<file path="config.mk">
export PLATFORM = sky130hd
export DESIGN_NAME = dram_refresh_sched
export DESIGN_NICKNAME = d
export VERILOG_FILES = /design/src/rtl/refresh_pkg.sv /design/src/rtl/refresh_timer.sv /design/src/rtl/refresh_ledger.sv /design/src/rtl/refresh_row_ctr.sv /design/src/rtl/refresh_seq.sv /design/src/rtl/dram_refresh_sched.sv
export SDC_FILE = /design/constraint.sdc
export NUM_CORES = 1
export LEC_CHECK = 0
export BUFFER_PORTS_ARGS = -buffer_cell sky130_fd_sc_hd__buf_4
export CORE_MARGIN = 2
export CORE_UTILIZATION = 45
export CTS_CLUSTER_DIAMETER = 100
export CTS_CLUSTER_SIZE = 16
export DETAILED_ROUTE_END_ITERATION = 10
export GPL_TIMING_DRIVEN = 0
export SYNTH_ARGS = -nofsm -noshare
export SYNTH_HDL_FRONTEND = slang
export SYNTH_SLANG_ARGS = --single-unit
export TNS_END_PERCENT = 100
</file>
<file path="constraint.sdc">
create_clock -name clk -period 3.7 [get_ports clk]
set_input_delay 0.37 -clock clk [delete_from_list [all_inputs] [get_ports clk]]
set_output_delay 0.37 -clock clk [all_outputs]
set_load 0.005 [all_outputs]
</file>
<file path="src/rtl/refresh_pkg.sv">
// Shared types and elaboration helpers for the refresh scheduler.
// Assumes all timing inputs are non-negative nanosecond values.
package refresh_pkg;

    typedef enum logic [2:0] {
        SQ_IDLE   = 3'd0,
        SQ_REQ    = 3'd1,
        SQ_GUARD  = 3'd2,
        SQ_SETUP  = 3'd3,
        SQ_ACTIVE = 3'd4,
        SQ_PRECH  = 3'd5
    } seq_state_t;

    // Nanoseconds to clock cycles, rounded up, never below one cycle.
    function automatic int unsigned ns_to_cyc(input int unsigned ns, input int unsigned clk_ns);
        int unsigned c;
        c = (ns + clk_ns - 1) / clk_ns;
        return (c == 0) ? 1 : c;
    endfunction

    // Largest of three counts.
    function automatic int unsigned max3(input int unsigned a, input int unsigned b, input int unsigned c);
        int unsigned m;
        m = (a > b) ? a : b;
        return (m > c) ? m : c;
    endfunction

endpackage

</file>
<file path="src/rtl/refresh_timer.sv">
// Power-up pause and refresh interval timer.
// Counts T_WAKE cycles after reset and pulses wait_done once. It then
// pulses tick every T_REF cycles. Assumes T_WAKE and T_REF are at least 1.
module refresh_timer #(
    parameter int unsigned T_WAKE = 10000,
    parameter int unsigned T_REF  = 1560
) (
    input  logic clk,
    input  logic rst_n,
    output logic wait_done,
    output logic tick
);
    localparam int unsigned WCW = $clog2(T_WAKE + 1);
    localparam int unsigned ICW = $clog2(T_REF + 1);

    logic           waiting;
    logic [WCW-1:0] wcnt;
    logic [ICW-1:0] icnt;

    assign wait_done = waiting && (wcnt == WCW'(T_WAKE - 1));
    assign tick      = !waiting && (icnt == ICW'(T_REF - 1));

    // Power-up pause counter, then free-running interval counter.
    always_ff @(posedge clk) begin
        if (!rst_n) begin
            waiting <= 1'b1;
            wcnt    <= '0;
            icnt    <= '0;
        end else if (waiting) begin
            if (wait_done) begin
                waiting <= 1'b0;
                wcnt    <= '0;
            end else begin
                wcnt <= wcnt + 1'b1;
            end
        end else begin
            icnt <= tick ? '0 : icnt + 1'b1;
        end
    end
endmodule

</file>
<file path="src/rtl/refresh_ledger.sv">
// Bookkeeping of owed refreshes.
// Holds the wake-up burst count and the owed count from interval ticks.
// It raises a sticky overflow when a tick arrives with MAX_PEND already
// owed. A completed cycle is charged to the burst first, then to the owed count.
module refresh_ledger #(
    parameter int unsigned WAKE_CYCLES = 8,
    parameter int unsigned MAX_PEND    = 4
) (
    input  logic clk,
    input  logic rst_n,
    input  logic wait_done,
    input  logic tick,
    input  logic done,
    output logic need,
    output logic ready,
    output logic overflow
);
    localparam int unsigned BW = $clog2(WAKE_CYCLES + 1);
    localparam int unsigned PW = $clog2(MAX_PEND + 1);

    logic [BW-1:0] burst;
    logic [PW-1:0] pend;
    logic          woken;
    logic          dec_b;
    logic          dec_p;
    logic          full;

    // Decide which counter a finished cycle pays off and whether a tick overflows.
    always_comb begin
        dec_b = done && (burst != '0);
        dec_p = done && (burst == '0) && (pend != '0);
        full  = tick && !dec_p && (pend == PW'(MAX_PEND));
    end

    // Burst, owed count, wake flag and sticky overflow.
    always_ff @(posedge clk) begin
        if (!rst_n) begin
            burst    <= '0;
            pend     <= '0;
            woken    <= 1'b0;
            overflow <= 1'b0;
        end else if (wait_done) begin
            woken <= 1'b1;
            burst <= BW'(WAKE_CYCLES);
        end else if (full) begin
            overflow <= 1'b1;
            burst    <= BW'(WAKE_CYCLES);
            pend     <= '0;
        end else begin
            if (dec_b) begin
                burst <= burst - 1'b1;
            end
            if (tick && !dec_p) begin
                pend <= pend + 1'b1;
            end else if (!tick && dec_p) begin
                pend <= pend - 1'b1;
            end
        end
    end

    assign need  = (burst != '0) || (pend != '0);
    assign ready = woken && (burst == '0);
endmodule

</file>
<file path="src/rtl/refresh_row_ctr.sv">
// Row counter for RAS-only refresh. It advances by one on each step and
// wraps at 2^ROW_BITS with no gap.
module refresh_row_ctr #(
    parameter int unsigned ROW_BITS = 9
) (
    input  logic                clk,
    input  logic                rst_n,
    input  logic                step,
    output logic [ROW_BITS-1:0] row
);
    // Increment on each finished RAS-only cycle.
    always_ff @(posedge clk) begin
        if (!rst_n) begin
            row <= '0;
        end else if (step) begin
            row <= row + 1'b1;
        end
    end
endmodule

</file>
<file path="src/rtl/refresh_seq.sv">
// Refresh cycle sequencer.
// Requests the pins and waits for the grant, latching the mode with it.
// It then runs guard, strobe setup, row strobe low and precharge, each
// for a fixed cycle count. Assumes the grant stays high while ref_req is high.
// Outputs are decoded from the registered state only.
module refresh_seq
    import refresh_pkg::*;
#(
    parameter int unsigned T_WSU = 1,
    parameter int unsigned T_CSR = 1,
    parameter int unsigned T_ASR = 1,
    parameter int unsigned T_RAS = 6,
    parameter int unsigned T_RP  = 4
) (
    input  logic clk,
    input  logic rst_n,
    input  logic need,
    input  logic ref_gnt,
    input  logic cbr_mode,
    output logic ref_req,
    output logic drive_en,
    output logic addr_en,
    output logic ras_n,
    output logic casl_n,
    output logic cash_n,
    output logic we_n,
    output logic done,
    output logic row_step
);
    localparam int unsigned T_MAX = max3(max3(T_WSU, T_CSR, T_ASR), T_RAS, T_RP);
    localparam int unsigned CW    = $clog2(T_MAX + 1);

    seq_state_t    state;
    logic [CW-1:0] cnt;
    logic          use_cbr;
    logic          strobe_phase;

    // Phase sequencing with a shared down-counter.
    always_ff @(posedge clk) begin
        if (!rst_n) begin
            state   <= SQ_IDLE;
            cnt     <= '0;
            use_cbr <= 1'b1;
        end else begin
            case (state)
                SQ_IDLE: begin
                    if (need) state <= SQ_REQ;
                end
                SQ_REQ: begin
                    if (ref_gnt) begin
                        state   <= SQ_GUARD;
                        cnt     <= CW'(T_WSU - 1);
                        use_cbr <= cbr_mode;
                    end
                end
                SQ_GUARD: begin
                    if (cnt == '0) begin
                        state <= SQ_SETUP;
                        cnt   <= use_cbr ? CW'(T_CSR - 1) : CW'(T_ASR - 1);
                    end else begin
                        cnt <= cnt - 1'b1;
                    end
                end
                SQ_SETUP: begin
                    if (cnt == '0) begin
                        state <= SQ_ACTIVE;
                        cnt   <= CW'(T_RAS - 1);
                    end else begin
                        cnt <= cnt - 1'b1;
                    end
                end
                SQ_ACTIVE: begin
                    if (cnt == '0) begin
                        state <= SQ_PRECH;
                        cnt   <= CW'(T_RP - 1);
                    end else begin
                        cnt <= cnt - 1'b1;
                    end
                end
                SQ_PRECH: begin
                    if (cnt == '0) begin
                        state <= SQ_IDLE;
                    end else begin
                        cnt <= cnt - 1'b1;
                    end
                end
                default: state <= SQ_IDLE;
            endcase
        end
    end

    // Pin and handshake decode from the current phase.
    always_comb begin
        strobe_phase = (state == SQ_SETUP) || (state == SQ_ACTIVE);
        ref_req      = (state != SQ_IDLE);
        drive_en     = (state == SQ_GUARD) || strobe_phase || (state == SQ_PRECH);
        ras_n        = (state != SQ_ACTIVE);
        casl_n       = !(use_cbr && strobe_phase);
        cash_n       = !(use_cbr && strobe_phase);
        addr_en      = !use_cbr && strobe_phase;
        we_n         = 1'b1;
        done         = (state == SQ_PRECH) && (cnt == '0);
        row_step     = done && !use_cbr;
    end
endmodule

</file>
<file path="src/rtl/dram_refresh_sched.sv">
// Top of the refresh scheduler. Converts nanosecond timing into cycle
// counts, rounding each up, and wires the timer, ledger, row counter and
// sequencer together. Assumes clk has period CLK_NS.
module dram_refresh_sched
    import refresh_pkg::*;
#(
    parameter int unsigned CLK_NS      = 10,
    parameter int unsigned REF_NS      = 15600,
    parameter int unsigned WAKE_NS     = 100000,
    parameter int unsigned WAKE_CYCLES = 8,
    parameter int unsigned MAX_PEND    = 4,
    parameter int unsigned ROW_BITS    = 9,
    parameter int unsigned WSU_NS      = 10,
    parameter int unsigned WRH_NS      = 10,
    parameter int unsigned CSR_NS      = 5,
    parameter int unsigned CHR_NS      = 10,
    parameter int unsigned ASR_NS      = 10,
    parameter int unsigned RAS_NS      = 60,
    parameter int unsigned RP_NS       = 40
) (
    input  logic                clk,
    input  logic                rst_n,
    input  logic                cbr_mode,
    input  logic                ref_gnt,
    output logic                ref_req,
    output logic                drive_en,
    output logic                ras_n,
    output logic                casl_n,
    output logic                cash_n,
    output logic                we_n,
    output logic                addr_en,
    output logic [ROW_BITS-1:0] row_addr,
    output logic                ready,
    output logic                overflow
);
    localparam int unsigned T_REF  = ns_to_cyc(REF_NS, CLK_NS);
    localparam int unsigned T_WAKE = ns_to_cyc(WAKE_NS, CLK_NS);
    localparam int unsigned T_WSU  = ns_to_cyc(WSU_NS, CLK_NS);
    localparam int unsigned T_CSR  = ns_to_cyc(CSR_NS, CLK_NS);
    localparam int unsigned T_ASR  = ns_to_cyc(ASR_NS, CLK_NS);
    localparam int unsigned T_RAS  = max3(ns_to_cyc(RAS_NS, CLK_NS),
                                          ns_to_cyc(CHR_NS, CLK_NS),
                                          ns_to_cyc(WRH_NS, CLK_NS));
    localparam int unsigned T_RP   = ns_to_cyc(RP_NS, CLK_NS);

    logic wait_done;
    logic tick;
    logic need;
    logic done;
    logic row_step;

    refresh_timer #(.T_WAKE(T_WAKE), .T_REF(T_REF)) u_timer (
        .clk       (clk),
        .rst_n     (rst_n),
        .wait_done (wait_done),
        .tick      (tick)
    );

    refresh_ledger #(.WAKE_CYCLES(WAKE_CYCLES), .MAX_PEND(MAX_PEND)) u_ledger (
        .clk       (clk),
        .rst_n     (rst_n),
        .wait_done (wait_done),
        .tick      (tick),
        .done      (done),
        .need      (need),
        .ready     (ready),
        .overflow  (overflow)
    );

    refresh_row_ctr #(.ROW_BITS(ROW_BITS)) u_row (
        .clk   (clk),
        .rst_n (rst_n),
        .step  (row_step),
        .row   (row_addr)
    );

    refresh_seq #(
        .T_WSU (T_WSU),
        .T_CSR (T_CSR),
        .T_ASR (T_ASR),
        .T_RAS (T_RAS),
        .T_RP  (T_RP)
    ) u_seq (
        .clk      (clk),
        .rst_n    (rst_n),
        .need     (need),
        .ref_gnt  (ref_gnt),
        .cbr_mode (cbr_mode),
        .ref_req  (ref_req),
        .drive_en (drive_en),
        .addr_en  (addr_en),
        .ras_n    (ras_n),
        .casl_n   (casl_n),
        .cash_n   (cash_n),
        .we_n     (we_n),
        .done     (done),
        .row_step (row_step)
    );
endmodule

</file>
==> out/summary.txt <==
Relative slew slack: 0.5882
Outcome: completed
# DRC: 0
Clock skew: 10.25 ps
FFs w/ async S/R, synth: 0
Clock root buffer: clkbuf_8
Mapped Area: 2685 sq um
Post-layout min period: 2974 ps
Initial antenna violation count: 0
Final setup fails: 0
First-pass GRT wire length: 9066 microns
EDFF count, synth: 0
Post-synth top flop: dfxtp_1
Final WL: 5403 microns
Io pins: 22
Unrepaired setup endpoints after global routing: no
CTS buffer count: 5
Nets: 355
PortBufs: 19
CTS hold repair buffers: 0
Seq cells post-synth: 51
Placed Area: 2922 sq um
Share of layout cells above drive strength 1: 0.1287
# Post-CTS Setup Buffers: 0
Post-cts sizing count: 0
Most frequent cells in the layout: 51 x dfxtp_1, 42 x nor2_1, 31 x nand2_1
Area leader, netlist: dfxtp_1
Die area: 6601 sq um
Sum of negative setup slack: 0 ps
Via count: 2200
Max Root-Sink Buffers: 2
PwrDens: 299.7 nW/um^2
Worst path required time: 3900 ps
# clock sinks: 51
Gr ovfl total: 0
Final ANT Viol Nets: 0
Initial Util: 0.4589
VDD IR max: 0.1458 mV
Mean post-synth cell area: 8.524 sq um
Worst-margin pin slew: 613.0 ps
H-tree Lvls: 2
Chip width: 81.25 microns
Synth area leaders: dfxtp_1 38%, nor2_1 5.9%, xnor2_1 5.9%
Die height: 81.25 microns
Crit path max fanout: 10
Synth Net Count: 329
Core area: 5851 sq um
YS warnings: 0
RD Place Congestion: 0.8448
Number of diodes: 0
WL per Instance: 12.96 microns
Max-cap violations: 0
Mapped Cells: 315
Worst EP arrival: 3180 ps
Fmax: 336.2 MHz
Clk_lat worst skew: 310 ps
Total Routing Usage GR: 0.1754
Classification of the worst setup path: reg2reg
Initial DRT Pass Iterations: 4
Cell variety after synth: 48
Sequential share of the synthesized area: 0.3802
P&R area growth vs syn: 12.12%
Most common cell after layout, fill and taps aside: dfxtp_1
Synth top area share: 0.3802
Design Area, Final: 3010 sq um
CTS tree: yes
Hold Violations, Final: 0
Slew Viols, Final: 0
Largest net degree at the start of global routing: 17
Hold WC Path Type: in2reg
Setup crit end kind: register
Vias/cell: 5.276
Part of the cycle the worst path needs: 0.8039
Drt initial violations: 109
FP Rows: 28
Vias in the first global route: 1930
Post-DP HPWL: 3932 microns
Leakage: 0.001130 uW
Startpoint type of the worst setup path: register
Reg clk slew, reported paths: 90 ps
## where the power goes
| group | total, uW | leakage [uW] | internal, uW | switching [uW] |
|---|---|---|---|---|
| clock network | 321 | 0.0000402 | 132 | 189 |
| registers | 555 | 0.000411 | 551 | 4.07 |
| logic | 25.5 | 0.000679 | 8.51 | 17.0 |
## registers in the layout, summed over array words and instances (netlist names)
signal,flops
u_ledger.woken,1
u_ledger.overflow,1
u_timer.icnt,11
u_seq.state,3
u_seq.use_cbr,1
u_timer.waiting,1
u_seq.cnt,3
u_timer.wcnt,14
u_ledger.burst,4
u_ledger.pend,3
u_row.row,9
## worst paths after layout
check / from / endpoint / slack (ps) / cells after the start
worst max-delay path: u_seq.cnt[0] / u_ledger.pend[2] / 730 / 14
worst min-delay path: cbr_mode / u_seq.use_cbr / 290 / 3
worst max register to register: u_seq.cnt[0] / u_ledger.pend[2] / 730 / 14
worst min register to register: u_ledger.woken / u_ledger.woken / 450 / 2
## worst max-delay path, stage by stage (launching register included)
cell and delay, ps:
dfxtp_1 380, inv_1 80, ha_1 220, ha_1 180, buf_4 170, nand4b_4 150
buf_2 240, nand3b_1 140, ha_1 220, inv_1 70, fa_1 370, xor2_1 190
a21oi_1 150, nand2_1 60, a32o_1 250
## cells by family (layout without fill, tap and decap cells)
logic type               Yosys count  in the layout  synth area share
AO/OA/AOI/OAI                     34             34           0.07828
XOR/XNOR                          27             27           0.08807
adder cells (fa/ha/maj)           10             10           0.04940
buffers and inverters             32             59           0.05638
flip-flops                        51             51            0.3802
multiplexers                       7              7           0.02610
other                              1              1          0.001397
AND/OR/NAND/NOR                  153            153            0.3201
## Yosys cell counts, types with 3 or more instances
| master | count |
|---|---|
| buf_2 | 4 |
| nor2_1 | 42 |
| dfxtp_1 | 51 |
| nor3b_1 | 3 |
| xnor2_1 | 18 |
| nand2_1 | 31 |
| nand3_1 | 17 |
| buf_4 | 3 |
| nand2b_1 | 4 |
| ha_1 | 9 |
| a21oi_1 | 15 |
| nor3_1 | 10 |
| and2_1 | 4 |
| nor4_1 | 10 |
| clkbuf_1 | 4 |
| or3_1 | 5 |
| inv_1 | 19 |
| xor2_1 | 9 |
| o21ai_0 | 9 |
| nand4b_1 | 3 |
| mux2i_1 | 7 |
## per-stage QoR
step	setup slack (ps)	hold slack, ps	util	cells	power [uW]
final	725.6	288.4	0.5145	417	902.2
after global routing	575.2	303.2	0.5145	417	938.6
after detailed placement	749.9	437.3	0.4994	409	594.2
after floorplan	1022	420.9	-	315	584.5
after CTS	731.0	281.6	0.5145	417	916.9
after global placement	767.0	430.5	0.4994	409	593.7
## routing by layer
layer | track usage | wire length, microns | vias up
li1 | - | - | 1133
met1 | 0.2313 | 2581 | 1035
met2 | 0.2917 | 2613 | 26
met3 | 0.03667 | 152 | 6
met4 | 0.04576 | 55 | 0
met5 | 0 | 0 | -
## cell type report
cell class | count | area, sq um
Buffer | 13 | 80.08
Multi-Input combinational cell | 232 | 1513
Tap cell | 75 | 93.84
Clock inverter | 3 | 20.02
Sequential cell | 51 | 1021
Inverter | 19 | 71.32
Fill cell | 558 | 2840
Clock buffer | 5 | 68.82
Timing Repair Buffer | 19 | 142.6
No activity file was read; power rests on OpenSTA's default activity.
